<file path="src/rtl/swb_pkg.sv">
package swb_pkg;

  typedef enum logic [1:0] {
    OP_RESET = 2'b00,
    OP_WRITE = 2'b01,
    OP_READ  = 2'b10,
    OP_NONE  = 2'b11
  } swb_op_e;

  typedef enum logic [2:0] {
    ST_IDLE,
    ST_RST_LOW,
    ST_RST_HIGH,
    ST_SLOT_LOW,
    ST_SLOT_REST
  } swb_state_e;

  function automatic int unsigned swb_max(input int unsigned a, input int unsigned b);
    return (a > b) ? a : b;
  endfunction

endpackage

</file>
<file path="src/rtl/swb_us_tick.sv">
module swb_us_tick #(
  parameter int unsigned CLK_PER_US = 50
) (
  input  logic clk,
  input  logic rst,
  input  logic clr_i,
  output logic tick_o
);
  localparam int unsigned DW = (CLK_PER_US > 1) ? $clog2(CLK_PER_US) : 1;
  localparam logic [DW-1:0] LAST = DW'(CLK_PER_US - 1);

  logic [DW-1:0] div_q;

  assign tick_o = (div_q == LAST);

  always_ff @(posedge clk) begin
    if (rst || clr_i) div_q <= '0;
    else if (tick_o)  div_q <= '0;
    else              div_q <= div_q + 1'b1;
  end

  generate
    if (CLK_PER_US > 1) begin : g_gap
      // ticks are spaced, never two in a row
      p_tick_gap_r6: assert property (@(posedge clk) disable iff (rst)
        (tick_o && !clr_i) |=> !tick_o);
    end
  endgenerate

endmodule

</file>
<file path="src/rtl/swb_line_sync.sv">
module swb_line_sync #(
  parameter int unsigned STAGES = 2
) (
  input  logic clk,
  input  logic rst,
  input  logic line_i,
  output logic line_o
);
  logic [STAGES-1:0] sh_q;

  generate
    for (genvar i = 0; i < STAGES; i++) begin : g_stage
      always_ff @(posedge clk) begin
        if (rst) sh_q[i] <= 1'b1;
        else if (i == 0) sh_q[i] <= line_i;
        else sh_q[i] <= sh_q[(i == 0) ? 0 : i-1];
      end
    end
  endgenerate

  assign line_o = sh_q[STAGES-1];

endmodule

</file>
<file path="src/rtl/swb_phase_ctrl.sv">
module swb_phase_ctrl
  import swb_pkg::*;
#(
  parameter int unsigned T_RSTL_US      = 480,
  parameter int unsigned T_FALL_US      = 0,
  parameter int unsigned T_PDH_MAX_US   = 60,
  parameter int unsigned T_PDL_MAX_US   = 240,
  parameter int unsigned T_REC_MIN_US   = 5,
  parameter bit          MIXED_NET      = 1'b1,
  parameter int unsigned T_MIXED_MIN_US = 480,
  parameter int unsigned T_MSP_US       = 70,
  parameter int unsigned T_W0L_US       = 60,
  parameter int unsigned T_W1L_US       = 6,
  parameter int unsigned T_RDL_US       = 6,
  parameter int unsigned T_RDS_US       = 15,
  parameter int unsigned T_SLOT_US      = 70
) (
  input  logic       clk,
  input  logic       rst,
  input  logic       tick_i,
  input  logic       line_s_i,
  input  logic       cmd_valid_i,
  input  logic [1:0] cmd_op_i,
  input  logic       cmd_bit_i,
  output logic       accept_o,
  output logic       busy_o,
  output logic       done_o,
  output logic       result_o,
  output logic       pull_o
);
  localparam int unsigned RSTL_EFF = T_RSTL_US + T_FALL_US;
  localparam int unsigned RSTH_MIN = T_PDH_MAX_US + T_PDL_MAX_US + T_REC_MIN_US;
  localparam int unsigned RSTH_EFF = MIXED_NET ? swb_max(RSTH_MIN, T_MIXED_MIN_US) : RSTH_MIN;
  localparam int unsigned CNT_MAX  = swb_max(swb_max(RSTL_EFF, RSTH_EFF), T_SLOT_US);
  localparam int unsigned CW       = $clog2(CNT_MAX + 1);

  localparam logic [CW-1:0] C_RSTL = CW'(RSTL_EFF);
  localparam logic [CW-1:0] C_RSTH = CW'(RSTH_EFF);
  localparam logic [CW-1:0] C_MSP  = CW'(T_MSP_US);
  localparam logic [CW-1:0] C_W0L  = CW'(T_W0L_US);
  localparam logic [CW-1:0] C_W1L  = CW'(T_W1L_US);
  localparam logic [CW-1:0] C_RDL  = CW'(T_RDL_US);
  localparam logic [CW-1:0] C_RDS  = CW'(T_RDS_US);
  localparam logic [CW-1:0] C_SLOT = CW'(T_SLOT_US);

  swb_state_e    state_q;
  swb_op_e       op_q;
  logic          bit_q;
  logic [CW-1:0] us_q;
  logic [CW-1:0] us_nxt;
  logic [CW-1:0] low_len;
  logic          pull_q;
  logic          done_q;
  logic          res_q;

  assign us_nxt   = us_q + 1'b1;
  assign accept_o = (state_q == ST_IDLE) && cmd_valid_i && (swb_op_e'(cmd_op_i) != OP_NONE);

  always_comb begin
    if (op_q == OP_READ) low_len = C_RDL;
    else if (bit_q)      low_len = C_W1L;
    else                 low_len = C_W0L;
  end

  always_ff @(posedge clk) begin
    if (rst) begin
      state_q <= ST_IDLE;
      op_q    <= OP_NONE;
      bit_q   <= 1'b0;
      us_q    <= '0;
      pull_q  <= 1'b0;
      done_q  <= 1'b0;
      res_q   <= 1'b0;
    end else begin
      done_q <= 1'b0;
      unique case (state_q)
        ST_IDLE: begin
          if (accept_o) begin
            op_q    <= swb_op_e'(cmd_op_i);
            bit_q   <= cmd_bit_i;
            us_q    <= '0;
            pull_q  <= 1'b1;
            res_q   <= 1'b0;
            state_q <= (swb_op_e'(cmd_op_i) == OP_RESET) ? ST_RST_LOW : ST_SLOT_LOW;
          end
        end
        ST_RST_LOW: begin
          if (tick_i) begin
            if (us_nxt == C_RSTL) begin
              pull_q  <= 1'b0;
              us_q    <= '0;
              state_q <= ST_RST_HIGH;
            end else begin
              us_q <= us_nxt;
            end
          end
        end
        ST_RST_HIGH: begin
          if (tick_i) begin
            us_q <= us_nxt;
            if (us_nxt == C_MSP) res_q <= ~line_s_i;
            if (us_nxt == C_RSTH) begin
              done_q  <= 1'b1;
              state_q <= ST_IDLE;
            end
          end
        end
        ST_SLOT_LOW, ST_SLOT_REST: begin
          if (tick_i) begin
            us_q <= us_nxt;
            if (op_q == OP_READ && us_nxt == C_RDS) res_q <= line_s_i;
            if (state_q == ST_SLOT_LOW && us_nxt == low_len) begin
              pull_q  <= 1'b0;
              state_q <= ST_SLOT_REST;
            end
            if (us_nxt == C_SLOT) begin
              pull_q  <= 1'b0;
              done_q  <= 1'b1;
              state_q <= ST_IDLE;
            end
          end
        end
        default: state_q <= ST_IDLE;
      endcase
    end
  end

  assign busy_o   = (state_q != ST_IDLE);
  assign done_o   = done_q;
  assign result_o = res_q;
  assign pull_o   = pull_q;

  // done lasts a single clock
  p_done_single_r7: assert property (@(posedge clk) disable iff (rst)
    done_q |=> !done_q);

  // line released whenever idle
  p_idle_released_r10: assert property (@(posedge clk) disable iff (rst)
    (state_q == ST_IDLE) |-> !pull_q);

  // counter never passes the slot length inside a slot
  p_slot_bound_r6: assert property (@(posedge clk) disable iff (rst)
    (state_q == ST_SLOT_LOW || state_q == ST_SLOT_REST) |-> (us_q < C_SLOT));

endmodule

</file>
<file path="src/rtl/swb_seq_top.sv">
module swb_seq_top #(
  parameter int unsigned CLK_PER_US     = 50,
  parameter int unsigned SYNC_STAGES    = 2,
  parameter int unsigned T_RSTL_US      = 480,
  parameter int unsigned T_FALL_US      = 0,
  parameter int unsigned T_PDH_MAX_US   = 60,
  parameter int unsigned T_PDL_MAX_US   = 240,
  parameter int unsigned T_REC_MIN_US   = 5,
  parameter bit          MIXED_NET      = 1'b1,
  parameter int unsigned T_MIXED_MIN_US = 480,
  parameter int unsigned T_MSP_US       = 70,
  parameter int unsigned T_W0L_US       = 60,
  parameter int unsigned T_W1L_US       = 6,
  parameter int unsigned T_RDL_US       = 6,
  parameter int unsigned T_RDS_US       = 15,
  parameter int unsigned T_SLOT_US      = 70
) (
  input  logic       clk,
  input  logic       rst,
  input  logic       cmd_valid_i,
  input  logic [1:0] cmd_op_i,
  input  logic       cmd_bit_i,
  output logic       busy_o,
  output logic       done_o,
  output logic       result_o,
  output logic       line_pull_o,
  input  logic       line_i
);
  logic tick;
  logic accept;
  logic line_s;

  swb_us_tick #(.CLK_PER_US(CLK_PER_US)) tick_i (
    .clk(clk), .rst(rst), .clr_i(accept), .tick_o(tick)
  );

  swb_line_sync #(.STAGES(SYNC_STAGES)) sync_i (
    .clk(clk), .rst(rst), .line_i(line_i), .line_o(line_s)
  );

  swb_phase_ctrl #(
    .T_RSTL_US(T_RSTL_US), .T_FALL_US(T_FALL_US),
    .T_PDH_MAX_US(T_PDH_MAX_US), .T_PDL_MAX_US(T_PDL_MAX_US),
    .T_REC_MIN_US(T_REC_MIN_US), .MIXED_NET(MIXED_NET),
    .T_MIXED_MIN_US(T_MIXED_MIN_US), .T_MSP_US(T_MSP_US),
    .T_W0L_US(T_W0L_US), .T_W1L_US(T_W1L_US),
    .T_RDL_US(T_RDL_US), .T_RDS_US(T_RDS_US), .T_SLOT_US(T_SLOT_US)
  ) ctrl_i (
    .clk(clk), .rst(rst), .tick_i(tick), .line_s_i(line_s),
    .cmd_valid_i(cmd_valid_i), .cmd_op_i(cmd_op_i), .cmd_bit_i(cmd_bit_i),
    .accept_o(accept), .busy_o(busy_o), .done_o(done_o),
    .result_o(result_o), .pull_o(line_pull_o)
  );

  // a pull-down only starts after a request seen while idle
  p_start_from_idle_r8: assert property (@(posedge clk) disable iff (rst)
    $rose(line_pull_o) |-> $past(cmd_valid_i && !busy_o));

  // the reserved opcode never starts an operation
  p_reserved_op_r9: assert property (@(posedge clk) disable iff (rst)
    (!busy_o && cmd_valid_i && cmd_op_i == 2'b11) |=> !busy_o);

  // line already released when done is reported
  p_released_at_done_r6: assert property (@(posedge clk) disable iff (rst)
    done_o |-> !line_pull_o);

endmodule

</file>
<file path="config.mk">
export PLATFORM = sky130hd
export DESIGN_NAME = swb_seq_top
export DESIGN_NICKNAME = d
export VERILOG_FILES = /design/src/rtl/swb_pkg.sv /design/src/rtl/swb_us_tick.sv /design/src/rtl/swb_line_sync.sv /design/src/rtl/swb_phase_ctrl.sv /design/src/rtl/swb_seq_top.sv
export SDC_FILE = /design/constraint.sdc
export NUM_CORES = 1
export LEC_CHECK = 0
export BUFFER_PORTS_ARGS = -buffer_cell sky130_fd_sc_hd__buf_2
export CAP_MARGIN = 20
export CORE_ASPECT_RATIO = 0.7
export CORE_UTILIZATION = 57
export DETAILED_ROUTE_END_ITERATION = 10
export GPL_TIMING_DRIVEN = 0
export PLACE_DENSITY = 0.76
export SLEW_MARGIN = 20
export SYNTH_ARGS = -nofsm -noshare
export SYNTH_HDL_FRONTEND = slang
export SYNTH_SLANG_ARGS = --single-unit
export TNS_END_PERCENT = 10
</file>
<file path="constraint.sdc">
create_clock -name clk -period 2.8 [get_ports clk]
set_input_delay 0.14 -clock clk [delete_from_list [all_inputs] [get_ports clk]]
set_output_delay 0.14 -clock clk [all_outputs]
set_load 0.01 [all_outputs]
</file>
==> parameters.txt <==
Parameter                              Value

Timing
  Highest attainable clock frequency ... 383 MHz
  Accumulated negative setup slack ... 0 ns
  Share of the clock period used by the worst path ... around 93%
  Unrepaired setup endpoints after global routing ... false
  Max-slew violations ... 0
  Minimum period implied by the final worst setup slack ... 2.61 ns
  Final setup margin ... 0.191 ns
  Relative slew slack ... 27.0%
  Final number of setup-violating endpoints ... 0
  Number of failing hold endpoints at the final stage ... 0
  Transition time at the pin with the least slew margin ... 1.09 ns
  Clock tree skew after final layout ... 0.00484 ns

Final layout
  Cell area after layout ... 1710 um^2
  Number of antenna diodes ... 0
  Filler cell count in the final layout ... 221
  Sequential standard cell area ... roughly 520 um^2
  Layout-stage area growth over the synthesis result ... 9.97%
  Area used by multi-input combinational logic ... approximately 1000 um^2
  Share of cells above drive strength 1 ... 11.4%
  Nets ... around 220

Clock tree
  TritonCTS clock tree ... yes
  Setup repair bufs after CTS ... 0
  CTS clock-pin slew for the worst setup and hold paths ... 0.09 ns
  Num CTS Buffers ... 3
  Clock latency of the later-clocked register in the worst-skew pair ... between 0.2 and 0.3 ns
  Number of hold-repair buffers added at the cts stage ... 0
  Clock tree root buffer cell ... sky130_fd_sc_hd__clkbuf_8
  Maximum root-to-sink buffer count ... 2
  Clk sinks ... 26
  # H-tree levels ... 1
  PostCTS Resize Cnt ... 0

Global route
  Total routing usage reported by global routing ... 26.6%
  Maximum number of pins on one net before global-route repair ... 15
  Number of antenna violations at the first check in global routing ... 0
  Via count of the first global-routing pass ... between 1,000 and 1,500
  Global-route wire length before repair ... between 5000 and 6000 um
  Total gr overflow ... 0

Synth
  Most numerous cell types in the synthesized netlist ... sky130_fd_sc_hd__dfxtp_1, sky130_fd_sc_hd__nor2_1, sky130_fd_sc_hd__nand2_1
  Biggest area consumer among synthesized cells ... sky130_fd_sc_hd__dfxtp_1
  Number of instances in the synthesized netlist ... 197
  Mean area per synthesized cell ... 7.90 um^2
  Number of flops mapped to enable cells by yosys ... 0
  FF+latch count, synth ... 26
  Portion of synthesized cell area occupied by the leading cell type ... 33.4%
  FFs w/ async S/R, synth ... 0%
  Synthesis Warnings ... 0
  Number of different library cells in the post-synthesis netlist ... 50
  Most repeated cell in the gate-level netlist after synthesis ... sky130_fd_sc_hd__dfxtp_1
  Number of nets produced by synthesis ... roughly 210
  Most area-consuming cells after synthesis ... sky130_fd_sc_hd__dfxtp_1, sky130_fd_sc_hd__nor2_1, sky130_fd_sc_hd__nand2_1
  Most frequently used flop master after synthesis ... sky130_fd_sc_hd__dfxtp_1
  Total standard cell area after synthesis ... 1560 um^2
  Fraction of the yosys area taken by sequential cells ... about 33%

Setup path
  End of the worst register-to-register path ... ctrl_i.result_o
  Top fanout value on the critical path ... 6
  Arrival time reported for the critical path endpoint ... 2.84 ns
  Worst-case register-to-register setup slack ... approximately 0.19 ns
  Required time at the endpoint of the critical path ... 3.03 ns
  Logic depth of the worst register-to-register path ... 8
  Sort of element at the start of the critical path ... flop
  Type of the worst setup path ... reg2reg
  Kind of end point of the critical path ... flop
  Reg-to-Reg Start ... ctrl_i.us_q[1]

Floorplanning
  Number of standard-cell rows in the floorplan ... 15
  Die H ... 45.7 um
  Number of top-level design ports ... 11
  Core area ... approximately 2500 um^2
  Initial standard-cell utilization of the core ... between 60% and 70%
  Die outline area ... 2950 um^2
  Die width ... around 64 um

Hold path
  Hold crit path type ... in2reg
  Cell depth of the worst hold path ... 2
  Source of the worst hold timing path ... line_i
  Hold EP ... sync_i.sh_q[0]

Detailed routing
  DRT iter0 DRCs ... 99
  Total length of routed wires ... 3510 um
  Vias ... 1,515
  TritonRoute pass-1 iters ... 4
  Antenna Violating Nets Remaining ... 0
  Final routed wire length divided by cell count ... ~14 um
  Number of vias per cell ... slightly above 6
  # DRC ... 0

Pwr
  Static leakage ... 0.670 nW
  Highest ir drop seen on vdd ... between 0.0005 and 0.0006 V
  Power density cells ... 689 nW/um^2

Placement
  Total cell area at the placement stage ... roughly 1600 um^2
  Port Buf Inserts ... 10
  Detailed Place HPWL ... 2720 um
  Setup slack after placement ... 0.125 ns
  Last weighted congestion value of the routability-driven placer ... slightly above 0.9

Status
  Result of the run ... finished clean

Flow run
  Number of maximum-capacitance constraint violations ... 0
[flip-flops by register name, summed over array words and instances (netlist names)]
| name | flops |
|---|---|
| ctrl_i.result_o | 1 |
| ctrl_i.op_q | 2 |
| sync_i.sh_q | 1 |
| ctrl_i.us_q | 9 |
| ctrl_i.state_q | 3 |
| ctrl_i.bit_q | 1 |
| ctrl_i.done_o | 1 |
| sync_i.line_o | 1 |
| tick_i.div_q | 6 |
| ctrl_i.pull_o | 1 |
[logic make-up (layout without fill, tap and decap cells)]
group | Yosys count | count (layout) | share of synthesized area, %
flops | 26 | 26 | 33.4
simple gates | 89 | 89 | 30.5
xor+xnor | 8 | 8 | 4.50
buf+inv | 15 | 29 | 3.78
compound gates | 52 | 52 | 22.4
mux | 1 | 1 | 0.643
fa+ha+maj | 6 | 6 | 4.66
[worst max path at each step]
stage                    from              end  cells past startpoint
6_report       ctrl_i.us_q[1]  ctrl_i.result_o                      8
5_1_grt        ctrl_i.us_q[1]  ctrl_i.result_o                      8
4_1_cts        ctrl_i.us_q[1]   ctrl_i.us_q[6]                      8
3_5_place_dp   ctrl_i.us_q[1]   ctrl_i.us_q[6]                      8
3_3_place_gp   ctrl_i.us_q[1]   ctrl_i.us_q[5]                      8
2_1_floorplan  ctrl_i.us_q[1]  ctrl_i.result_o                      8
[through the flow]
step / power (mW) / instances / hold slack, ns / util [%]
after detailed placement: 0.925 / 241 / 0.325 / 65.6
after floorplan: 0.805 / 197 / 0.244 / -
after global placement: 0.917 / 241 / 0.321 / 65.6
after CTS: 1.17 / 245 / 0.0322 / 67.8
after global routing: 1.25 / 245 / 0.0459 / 68.1
final: 1.18 / 245 / 0.0335 / 68.1
[worst max-delay path: stages, from the launching register on]
cell	delay (ns)
sky130_fd_sc_hd__dfxtp_1	0.46
sky130_fd_sc_hd__ha_2	0.31
sky130_fd_sc_hd__nand3_1	0.14
sky130_fd_sc_hd__or3_1	0.35
sky130_fd_sc_hd__a21bo_1	0.26
sky130_fd_sc_hd__nor4_4	0.35
sky130_fd_sc_hd__o311ai_1	0.14
sky130_fd_sc_hd__or4_1	0.47
sky130_fd_sc_hd__nand2_1	0.07
[power by group]
part	leakage [nW]	total, mW	internal, mW	switching, mW
Combinational	0.429	0.499	0.174	0.325
Clock	0.0288	0.248	0.126	0.122
Sequential	0.212	0.432	0.411	0.0205
Total	0.670	1.18	0.712	0.467
[cells in the final DEF, fill, tap and decap left out, types with 2 or more instances in the layout]
cell	instances
sky130_fd_sc_hd__nand2_1	20
sky130_fd_sc_hd__a211oi_1	4
sky130_fd_sc_hd__nand2b_1	2
sky130_fd_sc_hd__nor3_1	6
sky130_fd_sc_hd__a211o_1	3
sky130_fd_sc_hd__nand4_1	2
sky130_fd_sc_hd__buf_2	12
sky130_fd_sc_hd__nor3b_1	2
sky130_fd_sc_hd__xor2_1	4
sky130_fd_sc_hd__ha_1	4
sky130_fd_sc_hd__xnor2_1	4
sky130_fd_sc_hd__dfxtp_1	26
sky130_fd_sc_hd__and3_1	4
sky130_fd_sc_hd__o21ai_0	13
sky130_fd_sc_hd__a21oi_1	11
sky130_fd_sc_hd__nand3b_1	3
sky130_fd_sc_hd__a22oi_1	4
sky130_fd_sc_hd__clkbuf_8	4
sky130_fd_sc_hd__or4_1	2
sky130_fd_sc_hd__clkbuf_1	5
sky130_fd_sc_hd__a31oi_1	2
sky130_fd_sc_hd__inv_1	8
sky130_fd_sc_hd__nand3_1	10
sky130_fd_sc_hd__or2_2	3
sky130_fd_sc_hd__nor2b_1	4
sky130_fd_sc_hd__nor2_1	21
sky130_fd_sc_hd__or3_1	2
[cell type report]
type                            instances  share of cell area [%]
Multi-Input combinational cell        156                    57.5
Buffer                                  7                    1.68
Inverter                                8                    1.75
Sequential cell                        26                    30.4
Timing Repair Buffer                   10                    2.92
Clock buffer                            4                    3.22
Tap cell                               34                    2.49
[per-layer routing]
layer | wire [um] | up-vias | GRT usage (%)
met5 | 0 | - | 0
met3 | 308 | 12 | 7.00
met4 | 68 | 0 | 10.2
li1 | - | 748 | -
met1 | 1660 | 687 | 35.0
met2 | 1480 | 68 | 42.3
(Power assumes the default switching activity.)
